$ cat src/rtl/irq_fe_pkg.sv
package irq_fe_pkg;
    localparam int WORD_W    = 32;
    localparam int INT_WORDS = 2;
    localparam int INT_SRC   = INT_WORDS * WORD_W;
    localparam int EXT_PINS  = 8;
    localparam int SENSE_TOP = 15;

    localparam int A_MASK_INT0  = 0;
    localparam int A_MASK_EXT   = INT_WORDS;
    localparam int A_SENSE      = INT_WORDS + 1;
    localparam int A_PEND       = INT_WORDS + 2;
    localparam int A_FORCE_INT0 = INT_WORDS + 3;
    localparam int A_FORCE_EXT  = 2 * INT_WORDS + 3;
    localparam int ADDR_W       = $clog2(2 * INT_WORDS + 4);

    typedef struct packed {
        logic [INT_SRC-1:0]  mask_int;
        logic [EXT_PINS-1:0] mask_ext;
        logic [EXT_PINS-1:0] sense;
        logic [INT_SRC-1:0]  force_int;
        logic [EXT_PINS-1:0] force_ext;
    } cfg_t;

    // source index n <-> register bit WORD_W-1-n
    function automatic logic [WORD_W-1:0] msb_first(input logic [WORD_W-1:0] v);
        logic [WORD_W-1:0] r;
        for (int i = 0; i < WORD_W; i++) begin
            r[WORD_W-1-i] = v[i];
        end
        return r;
    endfunction
endpackage

$ cat src/rtl/irq_fe_sync.sv
module irq_fe_sync #(
    parameter int W = 8
) (
    input  logic         clk,
    input  logic         rst_n,
    input  logic [W-1:0] async_i,
    output logic [W-1:0] sync_o
);
    typedef struct packed {
        logic [W-1:0] s1;
        logic [W-1:0] s2;
    } sync_t;

    sync_t st_d, st_q;

    always_comb begin
        st_d    = st_q;
        st_d.s1 = async_i;
        st_d.s2 = st_q.s1;
    end

    // idle level of an active-low pin is 1
    always_ff @(posedge clk or negedge rst_n) begin
        if (!rst_n) begin
            st_q <= '{s1: '1, s2: '1};
        end else begin
            st_q <= st_d;
        end
    end

    assign sync_o = st_q.s2;
endmodule

$ cat src/rtl/irq_fe_ext_pend.sv
module irq_fe_ext_pend #(
    parameter int W = 8
) (
    input  logic         clk,
    input  logic         rst_n,
    input  logic [W-1:0] sync_i,
    input  logic [W-1:0] edge_en_i,
    input  logic [W-1:0] clr_i,
    output logic [W-1:0] pend_o,
    output logic [W-1:0] fall_o
);
    typedef struct packed {
        logic [W-1:0] prev;
        logic [W-1:0] pend;
    } pend_t;

    pend_t st_d, st_q;

    assign fall_o = st_q.prev & ~sync_i;

    always_comb begin
        st_d      = st_q;
        st_d.prev = sync_i;
        // a new edge outranks an acknowledge in the same cycle
        st_d.pend = edge_en_i & ((st_q.pend & ~clr_i) | fall_o);
    end

    always_ff @(posedge clk or negedge rst_n) begin
        if (!rst_n) begin
            st_q <= '{prev: '1, pend: '0};
        end else begin
            st_q <= st_d;
        end
    end

    assign pend_o = st_q.pend;
endmodule

$ cat src/rtl/irq_sense_mask_unit.sv
module irq_sense_mask_unit
    import irq_fe_pkg::*;
(
    input  logic                clk,
    input  logic                rst_n,
    input  logic [INT_SRC-1:0]  irq_int_n,
    input  logic [EXT_PINS-1:0] irq_ext_n,
    input  logic                reg_wr_en,
    input  logic [ADDR_W-1:0]   reg_addr,
    input  logic [WORD_W-1:0]   reg_wdata,
    output logic [WORD_W-1:0]   reg_rdata,
    output logic [INT_SRC-1:0]  int_req,
    output logic [EXT_PINS-1:0] ext_req
);
    localparam int PAD_W = WORD_W - EXT_PINS;

    cfg_t                cfg_d, cfg_q;
    logic [WORD_W-1:0]   wrev;
    logic [EXT_PINS-1:0] sync_w;
    logic [EXT_PINS-1:0] pend_w;
    logic [EXT_PINS-1:0] fall_w;
    logic [EXT_PINS-1:0] clr_w;
    logic [EXT_PINS-1:0] sense_w;
    logic [EXT_PINS-1:0] ext_act;
    logic [EXT_PINS-1:0] pend_view;

    assign wrev    = msb_first(reg_wdata);
    assign sense_w = cfg_q.sense;

    irq_fe_sync #(.W(EXT_PINS)) u_sync (
        .clk     (clk),
        .rst_n   (rst_n),
        .async_i (irq_ext_n),
        .sync_o  (sync_w)
    );

    assign clr_w = (reg_wr_en && reg_addr == ADDR_W'(A_PEND)) ? wrev[EXT_PINS-1:0] : '0;

    irq_fe_ext_pend #(.W(EXT_PINS)) u_pend (
        .clk       (clk),
        .rst_n     (rst_n),
        .sync_i    (sync_w),
        .edge_en_i (cfg_q.sense),
        .clr_i     (clr_w),
        .pend_o    (pend_w),
        .fall_o    (fall_w)
    );

    // configuration write decode
    always_comb begin
        cfg_d = cfg_q;
        if (reg_wr_en) begin
            for (int w = 0; w < INT_WORDS; w++) begin
                if (reg_addr == ADDR_W'(A_MASK_INT0 + w)) begin
                    cfg_d.mask_int[w*WORD_W +: WORD_W] = wrev;
                end
                if (reg_addr == ADDR_W'(A_FORCE_INT0 + w)) begin
                    cfg_d.force_int[w*WORD_W +: WORD_W] = wrev;
                end
            end
            if (reg_addr == ADDR_W'(A_MASK_EXT)) begin
                cfg_d.mask_ext = wrev[EXT_PINS-1:0];
            end
            if (reg_addr == ADDR_W'(A_FORCE_EXT)) begin
                cfg_d.force_ext = wrev[EXT_PINS-1:0];
            end
            if (reg_addr == ADDR_W'(A_SENSE)) begin
                for (int p = 0; p < EXT_PINS; p++) begin
                    cfg_d.sense[p] = reg_wdata[SENSE_TOP-p];
                end
            end
        end
    end

    always_ff @(posedge clk or negedge rst_n) begin
        if (!rst_n) begin
            cfg_q <= '0;
        end else begin
            cfg_q <= cfg_d;
        end
    end

    // per-pin assertion view: latched edge or current low level
    assign pend_view = (cfg_q.sense & pend_w) | (~cfg_q.sense & ~sync_w);
    assign ext_act   = pend_view | cfg_q.force_ext;

    assign int_req = (~irq_int_n | cfg_q.force_int) & cfg_q.mask_int;
    assign ext_req = ext_act & cfg_q.mask_ext;

    // register read mux
    always_comb begin
        reg_rdata = '0;
        for (int w = 0; w < INT_WORDS; w++) begin
            if (reg_addr == ADDR_W'(A_MASK_INT0 + w)) begin
                reg_rdata = msb_first(cfg_q.mask_int[w*WORD_W +: WORD_W]);
            end
            if (reg_addr == ADDR_W'(A_FORCE_INT0 + w)) begin
                reg_rdata = msb_first(cfg_q.force_int[w*WORD_W +: WORD_W]);
            end
        end
        if (reg_addr == ADDR_W'(A_MASK_EXT)) begin
            reg_rdata = msb_first({{PAD_W{1'b0}}, cfg_q.mask_ext});
        end
        if (reg_addr == ADDR_W'(A_FORCE_EXT)) begin
            reg_rdata = msb_first({{PAD_W{1'b0}}, cfg_q.force_ext});
        end
        if (reg_addr == ADDR_W'(A_PEND)) begin
            reg_rdata = msb_first({{PAD_W{1'b0}}, pend_view});
        end
        if (reg_addr == ADDR_W'(A_SENSE)) begin
            for (int p = 0; p < EXT_PINS; p++) begin
                reg_rdata[SENSE_TOP-p] = cfg_q.sense[p];
            end
        end
    end
endmodule

$ cat config.mk
export PLATFORM = sky130hd
export DESIGN_NAME = irq_sense_mask_unit
export DESIGN_NICKNAME = d
export VERILOG_FILES = /design/src/rtl/irq_fe_pkg.sv /design/src/rtl/irq_fe_sync.sv /design/src/rtl/irq_fe_ext_pend.sv /design/src/rtl/irq_sense_mask_unit.sv
export SDC_FILE = /design/constraint.sdc
export NUM_CORES = 1
export LEC_CHECK = 0
export BUFFER_PORTS_ARGS = -buffer_cell sky130_fd_sc_hd__buf_2
export CAP_MARGIN = 40
export CORE_ASPECT_RATIO = 0.7
export CORE_MARGIN = 2
export CORE_UTILIZATION = 50
export CTS_CLUSTER_SIZE = 10
export DETAILED_ROUTE_END_ITERATION = 8
export GPL_TIMING_DRIVEN = 1
export PLACE_DENSITY_LB_ADDON = 0.1
export SYNTH_ARGS = -nofsm -noshare
export SYNTH_HDL_FRONTEND = slang
export SYNTH_HIERARCHICAL = 1
export SYNTH_SLANG_ARGS = --single-unit
$ cat constraint.sdc
create_clock -name clk -period 2.6 [get_ports clk]
set_input_delay 0.13 -clock clk [delete_from_list [all_inputs] [get_ports clk]]
set_output_delay 0.13 -clock clk [all_outputs]
set_load 0.005 [all_outputs]
==> results.md, run 1 <==
* Status: finished, final reports clean
* Commonest cells after routing, fill and taps aside: sky130_fd_sc_hd__buf_2 (212), sky130_fd_sc_hd__dfrtp_1 (160), sky130_fd_sc_hd__mux2_2 (121)
* Post-Route Setup TNS at 0 ns
* Die footprint at 19290 um2
* Pin count of the biggest net entering global routing at 88
* WP buf/inv at 3
* # Max-Cap Violations at 0
* Cell Rows at 41
* Multi-input gate area at 3944 um2
* Cell Int Power at 6.036 mW
* Via count of the routed design at 6612
* HPWL reported at the end of detailed placement at 16.26 mm
* Number of buffers created by CTS at 17
* Layout cell share with drive strength beyond 1 at 47.49%
* Period utilisation layout at 72.67%
* Number of global-route vias before repair at 6748
* Net count reported at finish at 1072
* Worst supply voltage drop on vdd at 0.4094 mV
* Commonest non-fill, non-tap cell in the layout: sky130_fd_sc_hd__buf_2
* Weighted congestion reported at the end of routability-driven placement at 0.8652
* Required @ worst endpoint at 2.47 ns
* Combined area of all synthesized cells at 9087 um2
* Overall overflow remaining after global route at 0
* Portion of synthesized cell area occupied by the leading cell type at 44.06%
* Worst setup slack after placement at 0.7427 ns
* Cell type contributing the most total cell area after synthesis: sky130_fd_sc_hd__dfrtp_1
* Sequential element share of the synthesized area at 51.00%
* Final setup slack of the worst path at 0.7105 ns
* Clk root buf: sky130_fd_sc_hd__clkbuf_16
* Final-report setup violation count at 0
* Clk pin slew, worst setup/hold paths at 0.06 ns
* Number of DRC markers in iteration 0 at 371
* Initial cell density of the core at 50.76%
* Worst stage delay on the critical path at 0.66 ns
* Worst hold-check path type: input pin to register
* Remaining routing DRC violations at 0
* Net Sw Power at 2.391 mW
* Maximum clock frequency at 0.5292 GHz
* Family with the most delay on the worst path: simple AND/OR/NAND/NOR gates
* Clk network pwr share at 30.6%
* Number of pins exceeding their max-slew limit in the final report at 0
* Clock Latency Late Sink at 0.43 ns
* Number of warnings issued by yosys at 6
* Signal arrival time at the worst endpoint at 1.76 ns
* Final hold vios at 0
* Detailed Routing Iterations Pass 1 at 5
* Worst setup path class: input pin to output port
* Total GRT Usage at 24.99%
* Die Wd at 165.1 um
* Remaining antenna violation count after routing at 0
* Register area at 4634 um2
* Unrepaired setup endpoints after global routing: false
* Routed wire length at 23.23 mm
* Leakage at 5.552 nW
* Via-to-Cell Ratio at 5.451
* Final core area utilization at 63.35%
* Sequential power share at 46.5%
* Vertical die dimension at 116.8 um
* Avg Cell Area, Syn at 12.62 um2
* Combinational fraction of design power at 22.9%
* Highest fanout seen on the critical path at 18
* Transition time of the tightest slew-check pin at 0.7587 ns
* Post-synthesis sequential element count at 184
* Fill count at 1430
* Sequence of cells on the critical path: buf_2 -> buf_4 -> nor2b_1 -> a2bb2oi_1 -> a21oi_1 -> buf_2
* Highest-delay cell along the critical path: sky130_fd_sc_hd__nor2b_1
* Maximum level of the CTS H-tree at 4
* Setup fix buffers added after clock tree synthesis at 0
* Wire length of the first global-routing pass at 36.38 mm
* Port Buf Inserts at 213
* Slew headroom at 49.32%
* Post-route cell area at 11340 um2
* Number of clock sinks at 184
* Worst clock skew on the final layout at 0.005613 ns
* Post-Synthesis Cells at 720
* Most common cell on crit path: sky130_fd_sc_hd__buf_2
* Layout overhead on the synthesized area at 24.81%
* Number of distinct library cells after synthesis at 37
* Core area at 17900 um2
* CTS tree: yes
* CTS Buffer Depth at 2
* I/O pin total at 214
* Initial antenna violation count at 2
* Crit start category: input pin
* Post-synthesis net count at 830
* Areal power density over the cells at 743.0 nW/um2
* Final critical path time including I/O delays and setup at 1.890 ns
* Standard cell area after detailed placement at 10430 um2
* Cell types with the largest area share after synthesis: sky130_fd_sc_hd__dfrtp_1 (44%), sky130_fd_sc_hd__mux2_2 (15%), sky130_fd_sc_hd__dfstp_2 (6.9%), sky130_fd_sc_hd__a21boi_0 (5.9%), sky130_fd_sc_hd__mux2_4 (5.0%)
* Crit. End Element: output port
* Sw Ratio at 28.38%
* Wire length per cell at 19.15 um
## cell families after synthesis
group | count (synthesis) | share of synthesized area, %
AOI/OAI and AO/OA | 154 | 12.05
and+or+nand+nor | 67 | 5.053
buffers and inverters | 117 | 5.783
DFF | 184 | 51.00
muxes | 198 | 26.12
## registers in the layout (all words and copies together) (netlist names)
name,cells
cfg_q,144
sense_w,8
u_pend/pend_o,8
u_pend/st_q,8
u_sync/st_d,8
u_sync/sync_o,8
## path summary, 6_finish.rpt
kind / depth (start not counted) / from / slack [ns] / to
max: 6 / reg_addr[1] / 0.71 / reg_rdata[15]
min: 2 / reg_wdata[10] / 0.02 / cfg_q[29]
max reg2reg: 2 / u_sync/sync_o[1] / 1.68 / u_pend/pend_o[1]
min reg2reg: 0 / u_sync/st_d[4] / 0.36 / u_sync/sync_o[4]
max in group asynchronous: 3 / rst_n / 1.46 / cfg_q[48]
min in group asynchronous: 2 / rst_n / 0.30 / cfg_q[45]
## metrics by stage
stage,cells,power (mW),hold slack (ns)
finish,1213,8.427,0.01867
global route,1213,8.889,0.02553
CTS,1211,8.497,0.0002500
detailed placement,1147,5.864,0.2362
global placement,1147,5.766,0.2240
floorplan,720,5.015,-0.1656
## power by group through the flow
stage	clock, mW	sequential (mW)	combinational [mW]
5_1_grt	2.75	3.99	2.15
3_3_place_gp	0	3.93	1.84
6_report	2.58	3.92	1.93
3_5_place_dp	0	3.96	1.90
4_1_cts	2.63	3.91	1.95
2_1_floorplan	0	3.78	1.23
## metal layers
| layer | up-vias | track usage, % | share of wire, % |
|---|---|---|---|
| met3 | 31 | 4.158 | 4.7 |
| li1 | 3024 | - | - |
| met1 | 3368 | 34.89 | 46 |
| met4 | 0 | 9.217 | 1.9 |
| met5 | - | 0 | 0 |
| met2 | 189 | 39.92 | 47 |
## worst register-to-register path: cells and delay by family, from the launching register on
family | cells | cell delay, ns
AO/OA/AOI/OAI | 1 | 0.18
flip-flops | 1 | 0.58
AND/OR/NAND/NOR | 1 | 0.05
## cell usage after synthesis
cell type	number
sky130_fd_sc_hd__nor3b_1	1
sky130_fd_sc_hd__nor3b_2	1
sky130_fd_sc_hd__mux2_2	121
sky130_fd_sc_hd__nand2_1	10
sky130_fd_sc_hd__mux4_2	7
sky130_fd_sc_hd__buf_4	10
sky130_fd_sc_hd__nand2b_1	9
sky130_fd_sc_hd__nor2b_1	9
sky130_fd_sc_hd__mux2i_1	38
sky130_fd_sc_hd__nand4_2	1
sky130_fd_sc_hd__o2111ai_1	1
sky130_fd_sc_hd__nor3_1	1
sky130_fd_sc_hd__mux2_4	30
sky130_fd_sc_hd__or2_1	1
sky130_fd_sc_hd__nand4b_2	1
sky130_fd_sc_hd__o22ai_1	16
sky130_fd_sc_hd__clkbuf_1	11
sky130_fd_sc_hd__a21boi_0	72
sky130_fd_sc_hd__nand4b_1	1
sky130_fd_sc_hd__buf_6	3
sky130_fd_sc_hd__dfstp_2	24
sky130_fd_sc_hd__mux2_1	2
sky130_fd_sc_hd__a2bb2oi_1	8
sky130_fd_sc_hd__a21oi_1	16
sky130_fd_sc_hd__nor3_2	1
sky130_fd_sc_hd__buf_2	21
sky130_fd_sc_hd__nor2b_4	8
sky130_fd_sc_hd__nor2_1	11
sky130_fd_sc_hd__a22oi_1	16
sky130_fd_sc_hd__and2_1	9
sky130_fd_sc_hd__and3_1	1
sky130_fd_sc_hd__a221oi_1	8
sky130_fd_sc_hd__and3b_1	2
sky130_fd_sc_hd__o21ai_0	9
sky130_fd_sc_hd__inv_1	72
sky130_fd_sc_hd__dfrtp_1	160
sky130_fd_sc_hd__o21a_1	8
## timing repair
item	4_1_cts	5_1_grt
hold buffers	32	0
hold endpoints to repair	167	0
gates resized for setup	0	0
## cell type report
class | count | area share, %
antenna | 2 | 0.04413
clock buffer | 20 | 3.938
timing repair buffer | 268 | 14.15
tap | 236 | 2.603
sequential | 184 | 40.86
multi-input combinational | 419 | 34.77
inverter | 72 | 2.383
clock inverter | 12 | 1.247
Power figures use the tool's default switching activity.
==> run 2: changes to the inputs <==
--- a/config.mk
+++ b/config.mk
@@ -9,7 +9,7 @@
 export CAP_MARGIN = 40
 export CORE_ASPECT_RATIO = 0.7
 export CORE_MARGIN = 2
-export CORE_UTILIZATION = 50
+export CORE_UTILIZATION = 49
 export CTS_CLUSTER_SIZE = 10
 export DETAILED_ROUTE_END_ITERATION = 8
 export GPL_TIMING_DRIVEN = 1
==> constraint.sdc (replaced) <==
create_clock -name clk -period 1.6 [get_ports clk]
set_input_delay 0.08 -clock clk [delete_from_list [all_inputs] [get_ports clk]]
set_output_delay 0.08 -clock clk [all_outputs]
set_load 0.005 [all_outputs]
==> run 2 against run 1 <==
Against the previous run:
- the run now ends with negative setup slack left
- clock skew is 0.0035 ns higher
- final cell count increased by 3.7%
- register-to-register slack worse by 1.1 ns
- first-iteration DRC count grew 17%
- non-clock buffer count rose by 47
- sequential power rose by 63%
- global-route usage fell by 0.21 points
- cell area grew 5.2%
- critical path type is now register to output port
==> results.md, run 2 (synthesized netlist as in run 1, its figures left out) <==
* Core area at 18110 um2 (+1.1%)
* Areal power density over the cells at 1211 nW/um2 (+63%)
* Cell Rows at 41 (unchanged)
* Vertical die dimension at 117.9 um (+0.98%)
* Detailed Routing Iterations Pass 1 at 4 (-1)
* Fill count at 1383 (-3.3%)
* Number of clock sinks at 184 (unchanged)
* Final hold vios at 0 (unchanged)
* I/O pin total at 214 (unchanged)
* Period utilisation layout at 106.8%
* Overall overflow remaining after global route at 0 (unchanged)
* Design Power at 14.44 mW (+71%)
* Number of global-route vias before repair at 7052 (+4.5%)
* Clk pin slew, worst setup/hold paths at 0.07 ns (about the same)
* Slew headroom at 68.30% (+19 points)
* Layout overhead on the synthesized area at 31.27%
* Commonest cells after routing, fill and taps aside: sky130_fd_sc_hd__buf_2 (212), sky130_fd_sc_hd__dfrtp_1 (158), sky130_fd_sc_hd__mux2_2 (121)
* Net count reported at finish at 1119 (+4.4%)
* Initial cell density of the core at 50.18% (-0.58 points)
* Via count of the routed design at 6743 (+2.0%)
* Die footprint at 19670 um2 (+2.0%)
* Highest fanout seen on the critical path at 3 (-15)
* Number of cells in the finished layout apart from fillers at 1258 (+3.7%)
* CTS tree: yes
* Final setup slack of the worst path at -0.1085 ns (-0.8189 ns)
* Number of pins exceeding their max-slew limit in the final report at 0 (unchanged)
* Commonest non-fill, non-tap cell in the layout: sky130_fd_sc_hd__buf_2
* Worst clock skew on the final layout at 0.009132 ns (+0.003519 ns)
* Clk root buf: sky130_fd_sc_hd__clkbuf_16
* Standard cell area after detailed placement at 10600 um2 (+1.7%)
* Flip-flop count of the largest register, all copies and words added at 144 (unchanged)
* Total GRT Usage at 24.79% (-0.21 points)
* Worst hold-check path type: input pin to async pin
* Worst setup path class: register to output port
* Maximum clock frequency at 0.5853 GHz
* # Max-Cap Violations at 0 (unchanged)
* Remaining antenna violation count after routing at 0 (unchanged)
* Wire length per cell at 19.09 um (-0.30%)
* Die Wd at 166.8 um (+0.99%)
* Worst supply voltage drop on vdd at 0.7449 mV (+82%)
* Clock Latency Late Sink at 0.44 ns (about the same)
* Multi-input gate area at 4005 um2 (+1.6%)
* Failing checks: negative setup slack
* Initial antenna violation count at 0 (-2)
* Crit start category: register
* Transition time of the tightest slew-check pin at 0.4756 ns (-0.2831 ns)
* Number of DRC markers in iteration 0 at 435 (+17%)
* Final critical path time including I/O delays and setup at 1.708 ns
* Worst-case hold slack at 0.1705 ns (+0.1518 ns)
* Register area at 4637 um2 (about the same)
* Post-route cell area at 11930 um2 (+5.2%)
* Via-to-Cell Ratio at 5.360 (-1.7%)
* Wire length of the first global-routing pass at 38.28 mm (+5.2%)
* Number of buffers created by CTS at 17 (unchanged)
* CTS Buffer Depth at 2 (unchanged)
* Required @ worst endpoint at 1.52 ns (-0.95 ns)
* Signal arrival time at the worst endpoint at 1.63 ns (-0.13 ns)
* Pin count of the biggest net entering global routing at 55 (-38%)
* HPWL reported at the end of detailed placement at 16.83 mm (+3.5%)
* Crit. End Element: output port
* Weighted congestion reported at the end of routability-driven placement at 0.8540 (-1.3%)
* Largest reg by FF count: cfg_q
* Status: complete, but fails checks
* Leakage at 5.843 nW (+5.2%)
* Post-Route Setup TNS at -0.5126 ns (-0.5126 ns)
* Unrepaired setup endpoints after global routing: true
* Routed wire length at 24.02 mm (+3.4%)
* Maximum level of the CTS H-tree at 4 (unchanged)
* Antenna Diode Count at 0 (-2)
* Final-report setup violation count at 7 (+7)
* # placed instances at 1157 (+0.87%)
* Port Buf Inserts at 213 (unchanged)
* Layout cell share with drive strength beyond 1 at 50.68% (+3.2 points)
* Remaining routing DRC violations at 0 (unchanged)
[run 2: changes by cell type in the layout (fill, tap and decap cells not counted), moves of 3 or more]
cell                            change
sky130_fd_sc_hd__buf_12             +8
sky130_fd_sc_hd__a21oi_2            +8
sky130_fd_sc_hd__a21oi_1            -8
sky130_fd_sc_hd__o21ai_0            -3
sky130_fd_sc_hd__buf_4             +30
sky130_fd_sc_hd__dlygate4sd3_1      +9
sky130_fd_sc_hd__a21boi_0           -6
sky130_fd_sc_hd__a21boi_1           +6
[run 2: area by class of cell]
cell class / count / share of cell area [%]
clock buffers: 20 / 3.828
clock inverters: 12 / 1.542
inverters: 72 / 2.266
multi-input cells: 419 / 33.57
flip-flops and latches: 184 / 38.87
well taps: 236 / 2.475
repair buffers: 315 / 17.44
[run 2: per-stage QoR]
step                      util [%]  setup slack, ns
after floorplan                  -           0.2616
after global placement       58.56           0.1333
after detailed placement     58.56          0.07865
after CTS                    65.31          -0.1126
after global routing         65.87          -0.1762
final                        65.87          -0.1085
[run 2: path summary, 6_finish.rpt]
| path | start | endpoint | slack [ns] | cells after the start |
|---|---|---|---|---|
| worst max-delay path | cfg_q[0] | reg_rdata[31] | -0.11 | 4 |
| worst min-delay path | rst_n | cfg_q[41] | 0.17 | 2 |
| worst max register to register | cfg_q[93] | cfg_q[93] | 0.56 | 3 |
| worst min register to register | u_sync/st_d[0] | u_sync/sync_o[0] | 0.35 | 0 |
| max in group asynchronous | rst_n | u_sync/sync_o[4] | 0.76 | 3 |
| min in group clk | reg_wr_en | cfg_q[1] | 0.27 | 3 |
[run 2: power by group]
part           leakage [nW]  internal [mW]  switching [mW]  total, mW
logic                  3.35           2.09            1.40       3.49
registers              2.18           5.59           0.778       6.37
clock network         0.308           2.72            1.86       4.58
[run 2: metal layers]
metal / vias up / GRT usage (%) / wire length, um
met2: 213 / 39.13 / 11100
met4: 0 / 6.789 / 344
met3: 32 / 5.481 / 1344
met5: - / 0 / 0
met1: 3378 / 34.75 / 11230
li1: 3120 / - / -
[run 2: worst max-delay path, stage by stage (launching register included)]
cell and delay (ns):
sky130_fd_sc_hd__dfrtp_1 0.37, sky130_fd_sc_hd__mux2i_1 0.08, sky130_fd_sc_hd__mux4_2 0.50, sky130_fd_sc_hd__o21ai_2 0.10, sky130_fd_sc_hd__buf_2 0.14
[run 2: repair_timing]
action,4_1_cts,5_1_grt
resized for setup,13,13
pin swaps,0,2
setup buffers,19,9
endpoints found under the hold margin,230,0
endpoints found under the setup margin,14,19
cloned,0,0
hold buffers,41,0
